--- src/rtl/relay_pkg.sv ---
package relay_pkg;
  typedef enum logic [1:0] {
    MD_HOLD  = 2'd0,
    MD_WRITE = 2'd1,
    MD_CLEAR = 2'd2,
    MD_DEMUX = 2'd3
  } rl_mode_e;
endpackage

--- src/rtl/relay_mode_ctl.sv ---
module relay_mode_ctl
  import relay_pkg::*;
(
  input  logic     en_n,
  input  logic     clr_n,
  output rl_mode_e mode
);
  // The enable/clear pair chooses one of four modes
  always_comb begin
    unique case ({clr_n, en_n})
      2'b10:   mode = MD_WRITE;
      2'b11:   mode = MD_HOLD;
      2'b01:   mode = MD_CLEAR;
      default: mode = MD_DEMUX;
    endcase
  end
endmodule

--- src/rtl/relay_sel_dec.sv ---
module relay_sel_dec #(
  parameter int ADDR_W = 3,
  localparam int N = 1 << ADDR_W
) (
  input  logic [ADDR_W-1:0] sel,
  output logic [N-1:0]      hit
);
  // One-of-N decoder, one compare per channel
  for (genvar i = 0; i < N; i++) begin : g_hit
    assign hit[i] = (sel == ADDR_W'(i));
  end
endmodule

--- src/rtl/relay_state_reg.sv ---
module relay_state_reg
  import relay_pkg::*;
#(
  parameter int N = 8
) (
  input  logic         clk,
  input  logic         rst,
  input  rl_mode_e     mode,
  input  logic [N-1:0] hit,
  input  logic         din,
  output logic [N-1:0] on_q,
  output logic [N-1:0] drv_q
);
  logic [N-1:0] on_d;

  // Next state per channel
  for (genvar i = 0; i < N; i++) begin : g_bit
    always_comb begin
      unique case (mode)
        MD_WRITE: on_d[i] = hit[i] ? din : on_q[i];
        MD_CLEAR: on_d[i] = 1'b0;
        MD_DEMUX: on_d[i] = hit[i] & din;
        default:  on_d[i] = on_q[i];
      endcase
    end
  end

  // The on vector and the inverted drive vector are registered side by side
  always_ff @(posedge clk) begin
    if (rst) begin
      on_q  <= '0;
      drv_q <= '1;
    end else begin
      on_q  <= on_d;
      drv_q <= ~on_d;
    end
  end

  AST_RESET_OFF: assert property (@(posedge clk) rst |=> (on_q == '0)) else $error("reset");
  AST_WRITE_HIT: assert property (@(posedge clk) disable iff (rst)
    (mode == MD_WRITE) |=> ((on_q & $past(hit)) == ($past(din) ? $past(hit) : '0))) else $error("write");
  AST_WRITE_KEEP: assert property (@(posedge clk) disable iff (rst)
    (mode == MD_WRITE) |=> ((on_q & ~$past(hit)) == ($past(on_q) & ~$past(hit)))) else $error("keep");
  AST_HOLD_STABLE: assert property (@(posedge clk) disable iff (rst)
    (mode == MD_HOLD) |=> $stable(on_q)) else $error("hold");
  AST_CLEAR_ALL: assert property (@(posedge clk) disable iff (rst)
    (mode == MD_CLEAR) |=> (on_q == '0)) else $error("clear");
  AST_DEMUX_ONE: assert property (@(posedge clk) disable iff (rst)
    (mode == MD_DEMUX && din) |=> (on_q == $past(hit))) else $error("demux1");
  AST_DEMUX_ZERO: assert property (@(posedge clk) disable iff (rst)
    (mode == MD_DEMUX && !din) |=> (on_q == '0)) else $error("demux0");
endmodule

--- src/rtl/relay_latch_top.sv ---
module relay_latch_top
  import relay_pkg::*;
#(
  parameter int ADDR_W = 3,
  localparam int N = 1 << ADDR_W
) (
  input  logic              clk,
  input  logic              rst,
  input  logic [ADDR_W-1:0] sel,
  input  logic              din,
  input  logic              en_n,
  input  logic              clr_n,
  output logic [N-1:0]      on_vec,
  output logic [N-1:0]      drv_n
);
  rl_mode_e     mode;
  logic [N-1:0] hit;

  relay_mode_ctl u_ctl (
    .en_n  (en_n),
    .clr_n (clr_n),
    .mode  (mode)
  );

  relay_sel_dec #(.ADDR_W(ADDR_W)) u_dec (
    .sel (sel),
    .hit (hit)
  );

  relay_state_reg #(.N(N)) u_st (
    .clk   (clk),
    .rst   (rst),
    .mode  (mode),
    .hit   (hit),
    .din   (din),
    .on_q  (on_vec),
    .drv_q (drv_n)
  );

  AST_DEC_ONEHOT: assert property (@(posedge clk) disable iff (rst)
    $countones(hit) == 1) else $error("decode");
  AST_DEC_INDEX: assert property (@(posedge clk) disable iff (rst)
    hit[sel] == 1'b1) else $error("index");
  AST_POLARITY: assert property (@(posedge clk) disable iff (rst)
    drv_n == ~on_vec) else $error("polarity");
endmodule

--- config.mk ---
export PLATFORM = sky130hd
export DESIGN_NAME = relay_latch_top
export DESIGN_NICKNAME = d
export VERILOG_FILES = /design/src/rtl/relay_pkg.sv /design/src/rtl/relay_mode_ctl.sv /design/src/rtl/relay_sel_dec.sv /design/src/rtl/relay_state_reg.sv /design/src/rtl/relay_latch_top.sv
export SDC_FILE = /design/constraint.sdc
export NUM_CORES = 1
export LEC_CHECK = 0
export ABC_AREA = 1
export CAP_MARGIN = 10
export CORE_UTILIZATION = 30
export CTS_BUF_LIST = sky130_fd_sc_hd__clkbuf_8 sky130_fd_sc_hd__clkbuf_16
export DETAILED_ROUTE_END_ITERATION = 7
export HOLD_SLACK_MARGIN = 0.12
export PLACE_DENSITY_LB_ADDON = 0.2
export REMOVE_ABC_BUFFERS = 1
export SYNTH_ARGS = -nofsm -noshare
export SYNTH_HDL_FRONTEND = slang
export SYNTH_HIERARCHICAL = 1
export SYNTH_SLANG_ARGS = --single-unit
--- constraint.sdc ---
create_clock -name clk -period 1.7 [get_ports clk]
set_input_delay 0.34 -clock clk [delete_from_list [all_inputs] [get_ports clk]]
set_output_delay 0.34 -clock clk [all_outputs]
set_load 0.01 [all_outputs]
==> reports/metrics.json, run 1 <==
{
  "clock_slew_at_reported_path_ffs_ps": 60,
  "irDropWorstVdd_uv": 402,
  "drt_drc_violations_left": 0,
  "diodes": 0,
  "synth_edf_count": 0,
  "floorplan.initialDensity": 0.316,
  "rrSetupSlack_ps": 940,
  "routability_congestion": 0.758,
  "primary_flip_flop_cell_chosen_by_synthesis_mapping": "dfxtp_1",
  "worstPathCellList": "clkdlybuf4s50_1",
  "htree_levels": 1,
  "worst-path-buf-inv": 1,
  "layout-area-overhead-vs-synth_pct": 49.6,
  "numCtsBuffers": 3,
  "critical_path.max_fanout": 3,
  "ctsResizeCount": 0,
  "synth.yosys.warnings": 6,
  "post_synth_inst_count": 83,
  "postCtsSetupBuffers": 0,
  "chipHeight_um": 47.5,
  "power_mw": 0.791,
  "status": "finished clean",
  "layout.core_utilization": 0.473,
  "std_cell_rows": 16,
  "routedWlPerCell_um": 9.29,
  "post-route-period-util": 0.857,
  "yosys.area.top_type": "dfxtp_1",
  "drv.max_cap_violation_count": 0,
  "overall_overflow_remaining_after_global_route": 0,
  "tritoncts": "yes",
  "endpoint": "on_vec[7]",
  "number_of_antenna_violations_at_the_first_check_in_global_routing": 0,
  "critPathLaunchType": "flip-flop",
  "grt_setup_unrepaired": "false",
  "root_buffer": "clkbuf_8",
  "synth_area_per_cell_um2": 7.48,
  "synth_commonest_cells": "16 x dfxtp_1, 16 x inv_1, 16 x nor2_1",
  "dieArea_mm2": 0.00225,
  "core_mm2": 0.00196,
  "p_leak_nw": 0.398,
  "yosysSeqAreaShare": 0.516,
  "drt-total-wl_mm": 1.26,
  "critPathRequiredTime_ps": 1360,
  "timing_max_transition_violations_final": 0,
  "first_global_vias": 481,
  "relSlewSlack": 0.835,
  "detail-route-antenna-nets": 0,
  "proportion_of_layout_cells_with_a_drive_suffix_above_1": 0.0734,
  "cpLargestDelayFamily": "buffers and inverters",
  "synth-seq-cells": 16,
  "router_iterations_before_antenna_repair": 4,
  "max_stage_delay_ps": 540,
  "critical_path_cell_count": 1,
  "crit_type": "reg2out",
  "layout_min_cycle_time_ps": 1460,
  "pin_count_of_the_biggest_net_entering_global_routing": 10,
  "end_kind": "output port",
  "hold_violations": 0,
  "worst_endpoint_data_arrival_time_ps": 1120,
  "die_x_um": 47.5,
  "postCtsHoldBufs": 0,
  "synthesis.area_um2": 621,
  "num_vias": 571,
  "netlist_top_cells_area": "dfxtp_1 52%, inv_1 9.7%, nor2_1 9.7%",
  "slew_at_the_pin_closest_to_its_max_slew_limit_ps": 247,
  "timing.rr.end": "u_st/drv_q[7]$_SDFF_PP1_",
  "top_level_ports": 24,
  "clock_skew_ps": 2.85,
  "finalSetupViolations": 0,
  "fin_tns_setup_ps": 0,
  "clk_path_buf_depth": 2,
  "route.detailed.vias_per_inst": 4.20,
  "numPortBuffers": 23,
  "num-nets-final": 118,
  "async_reset_ff_frac": 0,
  "insertion_delay_ps": 240,
  "reg2regPathDepth": 5,
  "dp_hpwl_um": 964,
  "drt_iter0_markers": 10,
  "yosys.area.top_type_share": 0.516,
  "pwr_density_cell_mw_per_mm2": 852,
  "synth_cell_type_count": 11,
  "number_of_sinks_on_the_clock_net": 16,
  "crit_slowest_cell": "clkdlybuf4s50_1",
  "maxClockFrequency_ghz": 0.686,
  "hp-class": "reg2reg",
  "grt_pass1_wl_mm": 1.88,
  "grt.total_usage": 0.119
}
## power by group
part / switching (mW) / internal (mW)
Sequential: 0.00293 / 0.383
Clock: 0.122 / 0.205
Combinational: 0.0402 / 0.0382
Total: 0.165 / 0.626
## worst min-delay path by stage
stage	startpoint	to	cells past startpoint	slack, ps
finish	flip-flop	flip-flop	2	500
global route	flip-flop	flip-flop	2	520
detailed placement	flip-flop	flip-flop	2	500
CTS	flip-flop	flip-flop	2	510
global placement	flip-flop	flip-flop	2	490
floorplan	rst	flip-flop	1	410
## metrics by stage
stage,std cells,hold WS [ps],setup slack (ps),cell area (um^2)
floorplan,82,408,751,609
global placement,132,486,146,873
detailed placement,132,497,136,873
CTS,136,505,236,928
global route,136,525,182,928
finish,136,497,243,928
## cell type report
| cell class | instances | area [um^2] |
|---|---|---|
| Fill cell | 221 | 1030 |
| Sequential cell | 16 | 320 |
| Timing Repair Buffer | 23 | 230 |
| Multi-Input combinational cell | 48 | 221 |
| Inverter | 18 | 67.6 |
| Clock buffer | 4 | 55.1 |
| Tap cell | 27 | 33.8 |
## layer usage
| metal | routed length [um] | global-route usage |
|---|---|---|
| met1 | 565 | 0.147 |
| met2 | 575 | 0.192 |
| met3 | 115 | 0.0453 |
| met4 | 7 | 0.0343 |
| met5 | 0 | 0 |
## cell families (layout without fill, tap and decap cells)
group | Yosys count | in the layout | synth area share
AOI/OAI and AO/OA | 13 | 13 | 0.135
DFF | 16 | 16 | 0.516
buffers and inverters | 19 | 45 | 0.127
and+or+nand+nor | 35 | 35 | 0.222
## layout by cell type (no fill, tap or decap)
cell,n
nor2_1,16
a21boi_0,6
inv_1,16
nand2_2,1
dfxtp_1,16
nand3_1,3
a21oi_2,1
inv_2,2
clkbuf_8,4
nand2_1,15
o21ai_0,6
clkdlybuf4s50_1,23
Note: power is estimated with default switching activity, not from simulation.
==> run 2, diff against run 1 <==
--- a/config.mk
+++ b/config.mk
@@ -7,6 +7,7 @@
 export LEC_CHECK = 0
 export ABC_AREA = 1
 export CAP_MARGIN = 10
+export CORE_MARGIN = 8
 export CORE_UTILIZATION = 30
 export CTS_BUF_LIST = sky130_fd_sc_hd__clkbuf_8 sky130_fd_sc_hd__clkbuf_16
 export DETAILED_ROUTE_END_ITERATION = 7
==> reports/metrics.json, run 2 (synthesis results as in run 1) <==
{
  "timing.rr.end": "u_st/drv_q[7]$_SDFF_PP1_",
  "overall_overflow_remaining_after_global_route": 0,
  "clock_skew_ps": 0.213,
  "postCtsHoldBufs": 0,
  "grtUsageMet1": 0.0905,
  "core_mm2": 0.00196,
  "drt-total-wl_mm": 1.40,
  "floorplan.initialDensity": 0.316,
  "drt_iter0_markers": 12,
  "diodes": 0,
  "worst_endpoint_data_arrival_time_ps": 1130,
  "fin_tns_setup_ps": 0,
  "route.detailed.vias_per_inst": 4.11,
  "std_cell_rows": 16,
  "drt_drc_violations_left": 0,
  "root_buffer": "clkbuf_8",
  "fillers": 223,
  "max_stage_delay_ps": 550,
  "dp_hpwl_mm": 1.08,
  "layout_min_cycle_time_ps": 1470,
  "numPortBuffers": 23,
  "power.internal_mw": 0.626,
  "routability_congestion": 0.801,
  "end_kind": "output port",
  "dieArea_mm2": 0.00378,
  "endpoint": "on_vec[7]",
  "rrSetupSlack_ps": 940,
  "hold_violations": 0,
  "insertion_delay_ps": 240,
  "reg2regPathDepth": 5,
  "clk_path_buf_depth": 2,
  "router_iterations_before_antenna_repair": 4,
  "pwr_density_cell_mw_per_mm2": 851,
  "grt_pass1_wl_mm": 2.33,
  "cpLargestDelayFamily": "buffers and inverters",
  "htree_levels": 1,
  "top_level_ports": 24,
  "dpl_cell_area_um2": 873,
  "timing_max_transition_violations_final": 0,
  "finalSetupViolations": 0,
  "sw_frac_of_total": 0.207,
  "detail-route-antenna-nets": 0,
  "grt.busiest_layer": "met2",
  "crit_type": "reg2out",
  "layout_commonest_cell": "clkdlybuf4s50_1",
  "post_layout_nonfiller_instances": 136,
  "p_leak_nw": 0.398,
  "irDropWorstVdd_uv": 511,
  "finalInstanceArea_um2": 928,
  "p_clk_frac": 0.413,
  "layout_common_cells": "23 x clkdlybuf4s50_1, 16 x inv_1, 16 x nor2_1, 16 x dfxtp_1, 15 x nand2_1",
  "pin_count_of_the_biggest_net_entering_global_routing": 10,
  "fin_ws_ps": 231,
  "numCtsBuffers": 3,
  "relSlewSlack": 0.833,
  "number_of_antenna_violations_at_the_first_check_in_global_routing": 0,
  "ctsResizeCount": 0,
  "maxClockFrequency_ghz": 0.681,
  "use_met2": 0.120,
  "drv.max_cap_violation_count": 0,
  "num_vias": 559,
  "critical_path_cell_count": 1,
  "first_global_vias": 542,
  "clock_slew_at_reported_path_ffs_ps": 60,
  "power_switching_mw": 0.164,
  "critPathLaunchType": "flip-flop",
  "die_x_um": 61.5,
  "status": "finished clean",
  "dp.cells": 132,
  "use_met3": 0.0564,
  "critical_path.max_fanout": 3,
  "hp-class": "reg2reg",
  "routedWlPerCell_um": 10.3,
  "grt.total_usage": 0.0828,
  "critPathRequiredTime_ps": 1360,
  "num-nets-final": 118,
  "place_worst_setup_slack_ps": 90.0,
  "pwr-share-comb": 0.099,
  "postCtsSetupBuffers": 0,
  "worst-path-buf-inv": 1,
  "tritoncts": "yes",
  "layout-area-overhead-vs-synth_pct": 49.6,
  "proportion_of_layout_cells_with_a_drive_suffix_above_1": 0.0734,
  "slew_at_the_pin_closest_to_its_max_slew_limit_ps": 250,
  "worstPathCellList": "clkdlybuf4s50_1",
  "hold_depth": 2,
  "grt_setup_unrepaired": "false",
  "number_of_sinks_on_the_clock_net": 16,
  "post-route-period-util": 0.864,
  "pwr-share-seq": 0.488,
  "chipHeight_um": 61.5,
  "crit_slowest_cell": "clkdlybuf4s50_1"
}
## run 2: cell type report
class | count | area [um^2] | area share
Sequential cell | 16 | 320 | 0.345
Inverter | 18 | 67.6 | 0.0728
Timing Repair Buffer | 23 | 230 | 0.248
Clock buffer | 4 | 55.1 | 0.0593
Tap cell | 27 | 33.8 | 0.0364
Multi-Input combinational cell | 48 | 221 | 0.239
## run 2: metal layers
metal / share of wire / up-vias / wire, um
met5: 0 / - / 0
met2: 0.39 / 18 / 542
met3: 0.17 / 2 / 238
met1: 0.43 / 240 / 609
met4: 0.0093 / 0 / 13
li1: - / 299 / -
## run 2: worst min path at each step
| stage | from | endpoint | slack [ps] |
|---|---|---|---|
| after CTS | flip-flop | flip-flop | 500 |
| after global routing | flip-flop | flip-flop | 530 |
| after floorplan | rst | flip-flop | 410 |
| after detailed placement | flip-flop | flip-flop | 490 |
| after global placement | flip-flop | flip-flop | 490 |
| final | flip-flop | flip-flop | 500 |
## run 2: stage by stage
step                      hold slack (ps)  utilization  total power [mW]
final                                 496        0.473             0.790
after global routing                  527        0.473             0.833
after CTS                             499        0.473             0.805
after detailed placement              489        0.445             0.473
after global placement                487        0.445             0.473
after floorplan                       408            -             0.429
## run 2: worst register-to-register path: cells and delay by family (launching register included)
| kind | cells | cell delay [ps] |
|---|---|---|
| and+or+nand+nor | 4 | 260 |
| DFF | 1 | 340 |
| buffers and inverters | 1 | 40 |
## run 2: power groups by stage
stage / Clock [mW] / Sequential, mW / Combinational, mW
3_5_place_dp: 0 / 0.394 / 0.0785
3_3_place_gp: 0 / 0.394 / 0.0784
6_report: 0.326 / 0.386 / 0.0782
4_1_cts: 0.340 / 0.386 / 0.0790
5_1_grt: 0.359 / 0.387 / 0.0874
2_1_floorplan: 0 / 0.398 / 0.0303
